### src/rtl/ireg_pkg.sv
package ireg_pkg;

  localparam int SEL_W  = 3;
  localparam int HALF_W = 16;
  localparam int NDATA  = 4;

  typedef enum logic [SEL_W-1:0] {
    SEL_ADDR = 3'd0,
    SEL_D0   = 3'd1,
    SEL_D1   = 3'd2,
    SEL_D2   = 3'd3,
    SEL_D3   = 3'd4,
    SEL_STAT = 3'd5
  } sel_e;

  // status register bit positions
  localparam int ST_BUSY = 0;
  localparam int ST_ERR  = 1;
  localparam int ST_GRST = 2;
  localparam int ST_CRST = 3;

endpackage

### src/rtl/ireg_seq.sv
module ireg_seq #(
  parameter int ADDR_W  = 8,
  parameter int LATENCY = 4,
  parameter int NH      = 4,
  parameter int HALF_W  = 16
) (
  input  logic                         clk,
  input  logic                         rst_n,
  input  logic                         launch_i,
  input  logic [ADDR_W-1:0]            addr_i,
  input  logic [NH-1:0][HALF_W-1:0]    payload_i,
  output logic                         busy_o,
  output logic                         done_o,
  output logic                         clash_o,
  output logic [ADDR_W-1:0]            addr_o,
  output logic [NH-1:0][HALF_W-1:0]    payload_o
);

  localparam int CNT_W = $clog2(LATENCY + 1);

  typedef enum logic {ST_IDLE, ST_RUN} state_e;

  state_e                      st_q, st_d;
  logic [CNT_W-1:0]            cnt_q, cnt_d;
  logic                        cap_en;
  logic [ADDR_W-1:0]           addr_q;
  logic [NH-1:0][HALF_W-1:0]   pay_q;

  always_comb begin
    st_d   = st_q;
    cnt_d  = cnt_q;
    cap_en = 1'b0;
    case (st_q)
      ST_IDLE: begin
        if (launch_i) begin
          st_d   = ST_RUN;
          cnt_d  = CNT_W'(LATENCY);
          cap_en = 1'b1;
        end
      end
      default: begin
        cnt_d = cnt_q - 1'b1;
        if (cnt_q == CNT_W'(1)) st_d = ST_IDLE;
      end
    endcase
  end

  always_ff @(posedge clk or negedge rst_n) begin
    if (!rst_n) begin
      st_q  <= ST_IDLE;
      cnt_q <= '0;
    end else begin
      st_q  <= st_d;
      cnt_q <= cnt_d;
    end
  end

  always_ff @(posedge clk or negedge rst_n) begin
    if (!rst_n) begin
      addr_q <= '0;
      pay_q  <= '0;
    end else if (cap_en) begin
      addr_q <= addr_i;
      pay_q  <= payload_i;
    end
  end

  assign busy_o    = (st_q == ST_RUN);
  assign done_o    = busy_o && (cnt_q == CNT_W'(1));
  assign clash_o   = launch_i && busy_o;
  assign addr_o    = addr_q;
  assign payload_o = pay_q;

endmodule

### src/rtl/ireg_bank.sv
module ireg_bank #(
  parameter int IDX_W  = 5,
  parameter int HSEL_W = 2,
  parameter int HALF_W = 16
) (
  input  logic                          clk,
  input  logic                          wr_en,
  input  logic [IDX_W-1:0]              wr_idx,
  input  logic [(1<<HSEL_W)-1:0][HALF_W-1:0] wr_data,
  input  logic [IDX_W-1:0]              rd_idx,
  input  logic [HSEL_W-1:0]             rd_half,
  output logic [HALF_W-1:0]             rd_data
);

  localparam int DEPTH = 1 << IDX_W;
  localparam int NH    = 1 << HSEL_W;

  logic [NH-1:0][HALF_W-1:0] mem [DEPTH];

  always_ff @(posedge clk) begin
    if (wr_en) mem[wr_idx] <= wr_data;
  end

  assign rd_data = mem[rd_idx][rd_half];

endmodule

### src/rtl/ireg_hostregs.sv
module ireg_hostregs
  import ireg_pkg::*;
#(
  parameter int HOST_W = 32,
  parameter int ADDR_W = 8
) (
  input  logic                          clk,
  input  logic                          rst_n,
  input  logic [SEL_W-1:0]              sel,
  input  logic                          we,
  input  logic [HOST_W-1:0]             wdata,
  input  logic                          busy_i,
  input  logic                          clash_i,
  input  logic [ADDR_W-1:0]             addr_i,
  input  logic                          load_i,
  input  logic [HALF_W-1:0]             load_data,
  output logic [NDATA-1:0][HALF_W-1:0]  data_o,
  output logic                          err_o,
  output logic                          grst_n_o,
  output logic                          crst_n_o,
  output logic [HOST_W-1:0]             rdata
);

  logic [NDATA-1:0][HALF_W-1:0] d_q, d_n;
  logic err_q, err_n, grst_q, grst_n, crst_q, crst_n;
  logic stat_we;
  logic unused_hi;

  assign stat_we   = we && (sel == SEL_STAT);
  assign unused_hi = ^wdata[HOST_W-1:HALF_W];

  always_comb begin
    d_n = d_q;
    for (int k = 0; k < NDATA; k++) begin
      if (we && (sel == SEL_W'(int'(SEL_D0) + k))) d_n[k] = wdata[HALF_W-1:0];
    end
    if (load_i) d_n[0] = load_data;
  end

  always_comb begin
    err_n  = err_q;
    grst_n = grst_q;
    crst_n = crst_q;
    if (clash_i) err_n = 1'b1;
    else if (stat_we && wdata[ST_ERR]) err_n = 1'b0;
    if (stat_we) begin
      grst_n = wdata[ST_GRST];
      crst_n = wdata[ST_CRST];
    end
  end

  always_ff @(posedge clk or negedge rst_n) begin
    if (!rst_n) begin
      d_q    <= '0;
      err_q  <= 1'b0;
      grst_q <= 1'b0;
      crst_q <= 1'b0;
    end else begin
      d_q    <= d_n;
      err_q  <= err_n;
      grst_q <= grst_n;
      crst_q <= crst_n;
    end
  end

  always_comb begin
    rdata = '0;
    case (sel)
      SEL_ADDR: rdata = HOST_W'(addr_i);
      SEL_D0:   rdata = HOST_W'(d_q[0]);
      SEL_D1:   rdata = HOST_W'(d_q[1]);
      SEL_D2:   rdata = HOST_W'(d_q[2]);
      SEL_D3:   rdata = HOST_W'(d_q[3]);
      SEL_STAT: begin
        rdata[ST_BUSY] = busy_i;
        rdata[ST_ERR]  = err_q;
        rdata[ST_GRST] = grst_q;
        rdata[ST_CRST] = crst_q;
      end
      default:  rdata = '0;
    endcase
  end

  assign data_o   = d_q;
  assign err_o    = err_q;
  assign grst_n_o = grst_q;
  assign crst_n_o = crst_q;

endmodule

### src/rtl/ireg_bridge.sv
module ireg_bridge
  import ireg_pkg::*;
#(
  parameter int ADDR_W  = 8,
  parameter int HOST_W  = 32,
  parameter int LATENCY = 4
) (
  input  logic              clk,
  input  logic              rst_n,
  input  logic [2:0]        host_sel,
  input  logic              host_we,
  input  logic [31:0]       host_wdata,
  output logic [31:0]       host_rdata,
  output logic              glob_rst_n,
  output logic              codec_rst_n
);

  localparam int RD_BIT = ADDR_W - 1;
  localparam int HSEL_W = $clog2(NDATA);
  localparam int IDX_W  = ADDR_W - 1 - HSEL_W;

  logic [1:0]                   rst_sync_q;
  logic                         rst_int_n;
  logic                         launch_w, busy_w, done_w, clash_w, err_w;
  logic [ADDR_W-1:0]            op_addr;
  logic [NDATA-1:0][HALF_W-1:0] data_w, pay_w;
  logic [HALF_W-1:0]            rd_half_data;

  always_ff @(posedge clk or negedge rst_n) begin
    if (!rst_n) rst_sync_q <= 2'b00;
    else        rst_sync_q <= {rst_sync_q[0], 1'b1};
  end
  assign rst_int_n = rst_sync_q[1];

  assign launch_w = host_we && (host_sel == SEL_ADDR);

  ireg_seq #(
    .ADDR_W(ADDR_W), .LATENCY(LATENCY), .NH(NDATA), .HALF_W(HALF_W)
  ) u_seq (
    .clk       (clk),
    .rst_n     (rst_int_n),
    .launch_i  (launch_w),
    .addr_i    (host_wdata[ADDR_W-1:0]),
    .payload_i (data_w),
    .busy_o    (busy_w),
    .done_o    (done_w),
    .clash_o   (clash_w),
    .addr_o    (op_addr),
    .payload_o (pay_w)
  );

  ireg_bank #(
    .IDX_W(IDX_W), .HSEL_W(HSEL_W), .HALF_W(HALF_W)
  ) u_bank (
    .clk     (clk),
    .wr_en   (done_w && !op_addr[RD_BIT]),
    .wr_idx  (op_addr[RD_BIT-1:HSEL_W]),
    .wr_data (pay_w),
    .rd_idx  (op_addr[RD_BIT-1:HSEL_W]),
    .rd_half (op_addr[HSEL_W-1:0]),
    .rd_data (rd_half_data)
  );

  ireg_hostregs #(
    .HOST_W(HOST_W), .ADDR_W(ADDR_W)
  ) u_regs (
    .clk       (clk),
    .rst_n     (rst_int_n),
    .sel       (host_sel),
    .we        (host_we),
    .wdata     (host_wdata),
    .busy_i    (busy_w),
    .clash_i   (clash_w),
    .addr_i    (op_addr),
    .load_i    (done_w && op_addr[RD_BIT]),
    .load_data (rd_half_data),
    .data_o    (data_w),
    .err_o     (err_w),
    .grst_n_o  (glob_rst_n),
    .crst_n_o  (codec_rst_n),
    .rdata     (host_rdata)
  );

endmodule

### config.mk
export PLATFORM = sky130hd
export DESIGN_NAME = ireg_bridge
export DESIGN_NICKNAME = d
export VERILOG_FILES = /design/src/rtl/ireg_pkg.sv /design/src/rtl/ireg_seq.sv /design/src/rtl/ireg_bank.sv /design/src/rtl/ireg_hostregs.sv /design/src/rtl/ireg_bridge.sv
export SDC_FILE = /design/constraint.sdc
export NUM_CORES = 2
export LEC_CHECK = 0
export BUFFER_PORTS_ARGS = -buffer_cell sky130_fd_sc_hd__buf_4
export CELL_PAD_IN_SITES_DETAIL_PLACEMENT = 0
export CELL_PAD_IN_SITES_GLOBAL_PLACEMENT = 1
export CORE_MARGIN = 4
export CORE_UTILIZATION = 50
export CTS_CLUSTER_SIZE = 8
export DETAILED_ROUTE_END_ITERATION = 8
export GPL_TIMING_DRIVEN = 1
export MAX_ROUTING_LAYER = met4
export PLACE_DENSITY_LB_ADDON = 0.1
export RECOVER_POWER = 25
export SETUP_SLACK_MARGIN = 0.5
export SLEW_MARGIN = 20
export SYNTH_ARGS = -nofsm -noshare
export SYNTH_HDL_FRONTEND = slang
export SYNTH_SLANG_ARGS = --single-unit
### constraint.sdc
create_clock -name clk -period 5.8 [get_ports clk]
set_clock_uncertainty 0.2 [all_clocks]
set_input_delay 0 -clock clk [delete_from_list [all_inputs] [get_ports clk]]
set_output_delay 0 -clock clk [all_outputs]
set_load 0.02 [all_outputs]
Yosys cells after proc, flatten, opt, wreduce, memory -nomap -nowiden

Memories as Yosys holds them, arrays and structs flattened.
Index checks and enable logic that the tools add are counted.

Bits in registers: 145
Bits in latches: 0
RAM bits: 2,048
Memory bits (read-only): 0
Bits of input ports: 38
Word-level logic and storage cells: 56
Memories: 1

Memories:

| memory     | depth | width | rd ports | clocked after Yosys merged registers in | write ports | line            | RTL |
|---|---|---|---|---|---|---|---|
| u_bank.mem | 32    | 64    | 1        | 0                                       | 1           | ireg_bank.sv:18 | `logic [NH-1:0][HALF_W-1:0] mem [DEPTH];` |

$add $sub $neg: 1
$mul: 0
Divide/modulo/power cells: 0
Magnitude comparators: 1
Equal/unequal tests: 6
Shift operators: 0
Multiplexer cells: 16
Bitwise operators: 0
Reduce and logical (&&, ||, !) cells: 16

Operators by type and width:

| operator                                            | number |
|---|---|
| one-hot mux 12 bit (5 select lines)                 | 1 |
| two-way mux 16 bit                                  | 3 |
| binary-select mux 16 bit (select 2 bit)             | 1 |
| one-hot mux 4 bit (6 select lines)                  | 1 |
| logical AND 1 bit                                   | 11 |
| two-way mux 1 bit                                   | 8 |
| == test 3 x 1 -> 1 bit (second input constant)      | 2 |
| == test 3 x 2 -> 1 bit (second input constant)      | 2 |
| == test 3 bit (second input constant)               | 2 |
| two-way mux 3 bit                                   | 2 |
| nonzero test 2 bit                                  | 3 |
| zero test 3 bit                                     | 1 |
| < comparator 2 x 3 -> 1 bit (second input constant) | 1 |
| subtractor 3 x 1 -> 3 bit (second input constant)   | 1 |
| zero test 1 bit                                     | 1 |

Logic depth before layout (Yosys ltp)

Word-level depth: 5
Depth in mapped cells: 11
Mapped depth without buffers: 8

Cells and area by module

From an unflattened synthesis, not the netlist that was laid out.

Cell total of the unflattened synthesis: 3,384
Area total of the unflattened synthesis: 84,514.8 µm²

By module, submodules not included:

| module        | times used | cells each | area each (µm²) | sequential area each (µm²) |
|---|---|---|---|---|
| ireg_bank     | 1          | 2,933      | 77,665.7        | 61,499.0 |
| ireg_hostregs | 1          | 274        | 3,530.9         | 1,676.6 |
| ireg_seq      | 1          | 171        | 3,236.9         | 1,901.8 |
| ireg_bridge   | 1          | 6          | 81.3            | 50.0 |

Worst setup path before layout

No wires, ideal clock.

Kind: flip-flop to flip-flop
From: reg u_seq.addr_q[2], in the netlist u_seq.addr_o[2]
To: mem u_bank.mem[0][0] (netlist name), enable pin
Setup time: 487 ps
Arrival: 4,451 ps
Required time: 5,113 ps
Slack: 662 ps
Cell stages (with the launch flop): 10
Cells stage by stage: dfrtp_1 -> buf_6 -> buf_8 -> buf_6 -> buf_6 -> buf_6 -> buf_2 -> or2_2 -> clkbuf_1 -> nor2_1

RTL lines:

| what                   | line            | RTL |
|---|---|---|
| start, declared        | ireg_seq.sv:26  | `logic [ADDR_W-1:0] addr_q;` |
| start signal, assigned | ireg_seq.sv:63  | `addr_q <= addr_i;` |
| end, declared          | ireg_bank.sv:18 |  |

Straight into the memory's write port.

Worst setup path after layout

From: reg u_seq.addr_q[4], in the netlist u_seq.addr_o[4]
To: reg u_regs.d_q (netlist bit u_regs.data_o[3])

Longest elaborated chain between the ends: 4

RTL lines:

| what                                     | line                | RTL |
|---|---|---|
| memory read (32 x 64 bit)                | -                   |  |
| binary-select mux 16 bit (select 2 bit)  | ireg_bank.sv:24     | `assign rd_data = mem[rd_idx][rd_half];` |
| two-way mux 16 bit (not written as such) | ireg_bank.sv:24     |  |
| two-way mux 16 bit                       | ireg_hostregs.sv:37 | `if (load_i) d_n[0] = load_data;` |
| end signal, assigned                     | ireg_hostregs.sv:59 | `d_q <= d_n;` |
| end, declared                            | ireg_hostregs.sv:24 | `logic [NDATA-1:0][HALF_W-1:0] d_q, d_n;` |

No other way between the ends. The select of a mux whose other input is x is not followed.
A chain may end at the register's enable or synchronous reset.

==> results.json <==
{
  "required_ns": 6.37,
  "grt_max_degree": 103,
  "post_cts_buffers": 0,
  "worst_ir_drop_vdd_mv": 0.3988,
  "synth_top_cell_area_share": 0.7283,
  "dieWidth_um": 418.9,
  "synthCells": 4163,
  "rows": 150,
  "use_met2": 0.4638,
  "final-seq-area_mm2": 0.06514,
  "ant_nets": 0,
  "cts-buffers-inserted": 324,
  "ys_seq_area_frac": 0.7713,
  "synthArstFlopShare": 0.06612,
  "swShare": 0.2934,
  "finalHoldViolCount": 0,
  "clock_latency_ns": 0.91,
  "path_max_fanout": 32,
  "core_region_area_mm2": 0.1676,
  "port_buffers": 39,
  "setup_viol": 0,
  "synth_ff_type": "edfxtp_1",
  "relSlewSlack": -0.4967,
  "stdcell_area_mm2": 0.09739,
  "synth-edff-count": 2048,
  "drcViolationCount": 0,
  "dieArea_mm2": 0.1755,
  "crit_buf_inv": 1,
  "grt_pass1_wl_um": 351000,
  "tns_ns": 0,
  "cts-root-buf": "clkbuf_16",
  "track_usage": 0.2983,
  "ys_warn_count": 0,
  "combPwrFrac": 0.195,
  "synth_cell_types": 71,
  "dr.pass1.iters": 5,
  "numClockSinks": 2193,
  "synth_area_mm2": 0.08444,
  "area_delta_synth_final_pct": 15.34,
  "met3_usage": 0.05481,
  "slowest_stage": "or4b_4",
  "die_h_um": 418.9,
  "post-route-period-util": 0.7582,
  "num_vias": 44084,
  "wl_per_cell_um": 36.96,
  "antenna_found_initial": 7,
  "gr-usage-met1": 0.4012,
  "crit_type": "reg2reg",
  "cpLargestDelayFamily": "simple AND/OR/NAND/NOR gates",
  "grt_overflow": 0,
  "cp-end-kind": "register",
  "yosys.area.top_type": "edfxtp_1",
  "start_util": 0.5038,
  "top_usage_layer": "met2",
  "hpwl_um": 132700,
  "worst-endpoint-arrival_ns": 4.97,
  "fmax_mhz": 227.4,
  "place_ws_ns": 1.494,
  "cts_buffer_depth": 4,
  "slowest_delay_ns": 0.84,
  "layout_min_cycle_time_ns": 4.398,
  "drv_cap": 2,
  "ys_top_cells_by_count": "edfxtp_1 (2048), mux2i_1 (514), mux4_2 (271)",
  "drive_above_1_share": 0.2185,
  "drt-total-wl_um": 253200,
  "nets": 4532,
  "place_area_mm2": 0.08792,
  "p_leak_uw": 0.03237,
  "status": "complete, but fails checks",
  "synth_area_leaders": "edfxtp_1 (73%), mux4_2 (7.2%), mux2i_1 (6.1%)",
  "ioPinCount": 72,
  "fillers": 12394,
  "multi_input_area_mm2": 0.01816,
  "htree_levels": 5,
  "drv_slew": 62,
  "gp_congestion": 0.8005,
  "p_clk_frac": 0.346,
  "p_int_uw": 34230,
  "worst_pin_slew_ns": 2.245,
  "fin_ws_ns": 1.402,
  "holdWs_ns": 0.04235,
  "power.density_mw_per_mm2": 497.5,
  "pwr-share-seq": 0.459,
  "path_clk_slew_ns": 0.05,
  "cp-start-kind": "register",
  "violations": "capacitance limit, slew limit",
  "syn_avg_cell_area_um2": 20.28,
  "cts_tree": "done",
  "holdCritPathClass": "in2reg",
  "grt_pass1_vias": 44053,
  "power_switching_uw": 14220,
  "drt-initial-drc-count": 5672,
  "post_cts_resized": 0,
  "viasPerCell": 6.434,
  "synth_most_common_cell": "edfxtp_1",
  "synth-seq-cells": 2193,
  "crit_chain": "buf_4 > or4b_4 > o22ai_2 > nor3_1 > nand4_1 > a21oi_1 > o41ai_2",
  "rsz0062_at_grt": "false"
}
[through the flow]
stage	instances	utilization	total power, uW
after floorplan	4178	-	28030
after global placement	6317	0.5246	31750
after detailed placement	6317	0.5246	31900
after CTS	6850	0.5810	48660
after global routing	6851	0.5811	50100
final	6852	0.5811	48450
[metal layers]
layer / wire [um] / up-vias
met5: 0 / -
met4: 9326 / 0
met3: 19150 / 507
met2: 122700 / 2012
met1: 102000 / 23671
li1: - / 17894
[cell families after synthesis]
logic type               synth area share
buffers and inverters             0.01869
AO/OA/AOI/OAI                     0.03842
AND/OR/NAND/NOR                   0.01974
flip-flops                         0.7713
other                          0.00008894
XOR/XNOR                        0.0001037
adder cells (fa/ha/maj)         0.0002963
multiplexers                       0.1514
[placed cells by master, fill, tap and decap left out, types with 7 or more instances in the layout]
cell,count
nor2_4,33
buf_4,161
nand4_1,29
o21ai_0,22
mux2i_1,514
nor3_1,41
dfrtp_1,139
a211oi_1,9
buf_12,31
edfxtp_1,2048
a22oi_1,90
and3_1,8
mux4_2,271
o211ai_1,14
dlygate4sd3_1,53
nor4_1,29
mux2_2,136
o21ai_1,8
nor2b_1,12
o22ai_1,222
nand3_1,24
conb_1,17
clkbuf_16,333
a22o_1,21
a21oi_1,31
clkbuf_1,142
o2111ai_1,7
nand2_1,48
nor2_1,41
a221oi_1,9
nand2b_1,7
[sequential cells by signal, indices dropped and copies added, names as in the netlist]
name and flops:
rst_sync_q 2, u_bank.mem 2048, u_regs.crst_n_o 1, u_regs.data_o 64
u_regs.err_o 1, u_regs.grst_n_o 1, u_seq.addr_o 8, u_seq.busy_o 1
u_seq.cnt_q 3, u_seq.payload_o 64
[power groups by stage]
stage / Sequential (uW) / Clock (uW) / Combinational (uW)
finish: 22200 / 16800 / 9450
floorplan: 21200 / 0 / 6800
global placement: 22400 / 0 / 9400
global route: 22400 / 17800 / 9900
detailed placement: 22500 / 0 / 9400
CTS: 22200 / 17000 / 9470
[worst reg2reg max path, stage by stage (launching register included)]
cell and delay (ns):
dfrtp_4 0.76, buf_4 0.51, or4b_4 0.84, o22ai_2 0.21, nor3_1 0.26, nand4_1 0.59, a21oi_1 0.71, o41ai_2 0.16
[layout make-up]
type / instances / area share
sequential: 2193 / 0.6689
multi-input combinational: 1722 / 0.1865
clock buffer: 474 / 0.09100
tap: 2204 / 0.02832
timing repair buffer: 247 / 0.02435
clock inverter: 6 / 0.0007580
inverter: 4 / 0.0001542
antenna: 2 / 0.00005139
[timing repair]
| action | 4_1_cts | 5_1_grt |
|---|---|---|
| setup endpoints to repair | 0 | 0 |
| hold buffers | 53 | 0 |
| endpoints found under the hold margin | 94 | 0 |
[path summary, 6_finish.rpt]
kind                                      start                 to  slack, ns  cells after the start
worst max-delay path            u_seq.addr_o[4]   u_regs.data_o[3]       1.40                      7
worst min-delay path             host_wdata[10]  u_regs.data_o[10]       0.04                      5
worst max register to register  u_seq.addr_o[4]   u_regs.data_o[3]       1.40                      7
worst min register to register    rst_sync_q[0]      rst_sync_q[1]       0.14                      0
max in group asynchronous         rst_sync_q[1]    u_seq.addr_o[2]       3.02                      1
min in group asynchronous                 rst_n      rst_sync_q[1]       0.33                      4
No activity file was read; power rests on OpenSTA's default activity.
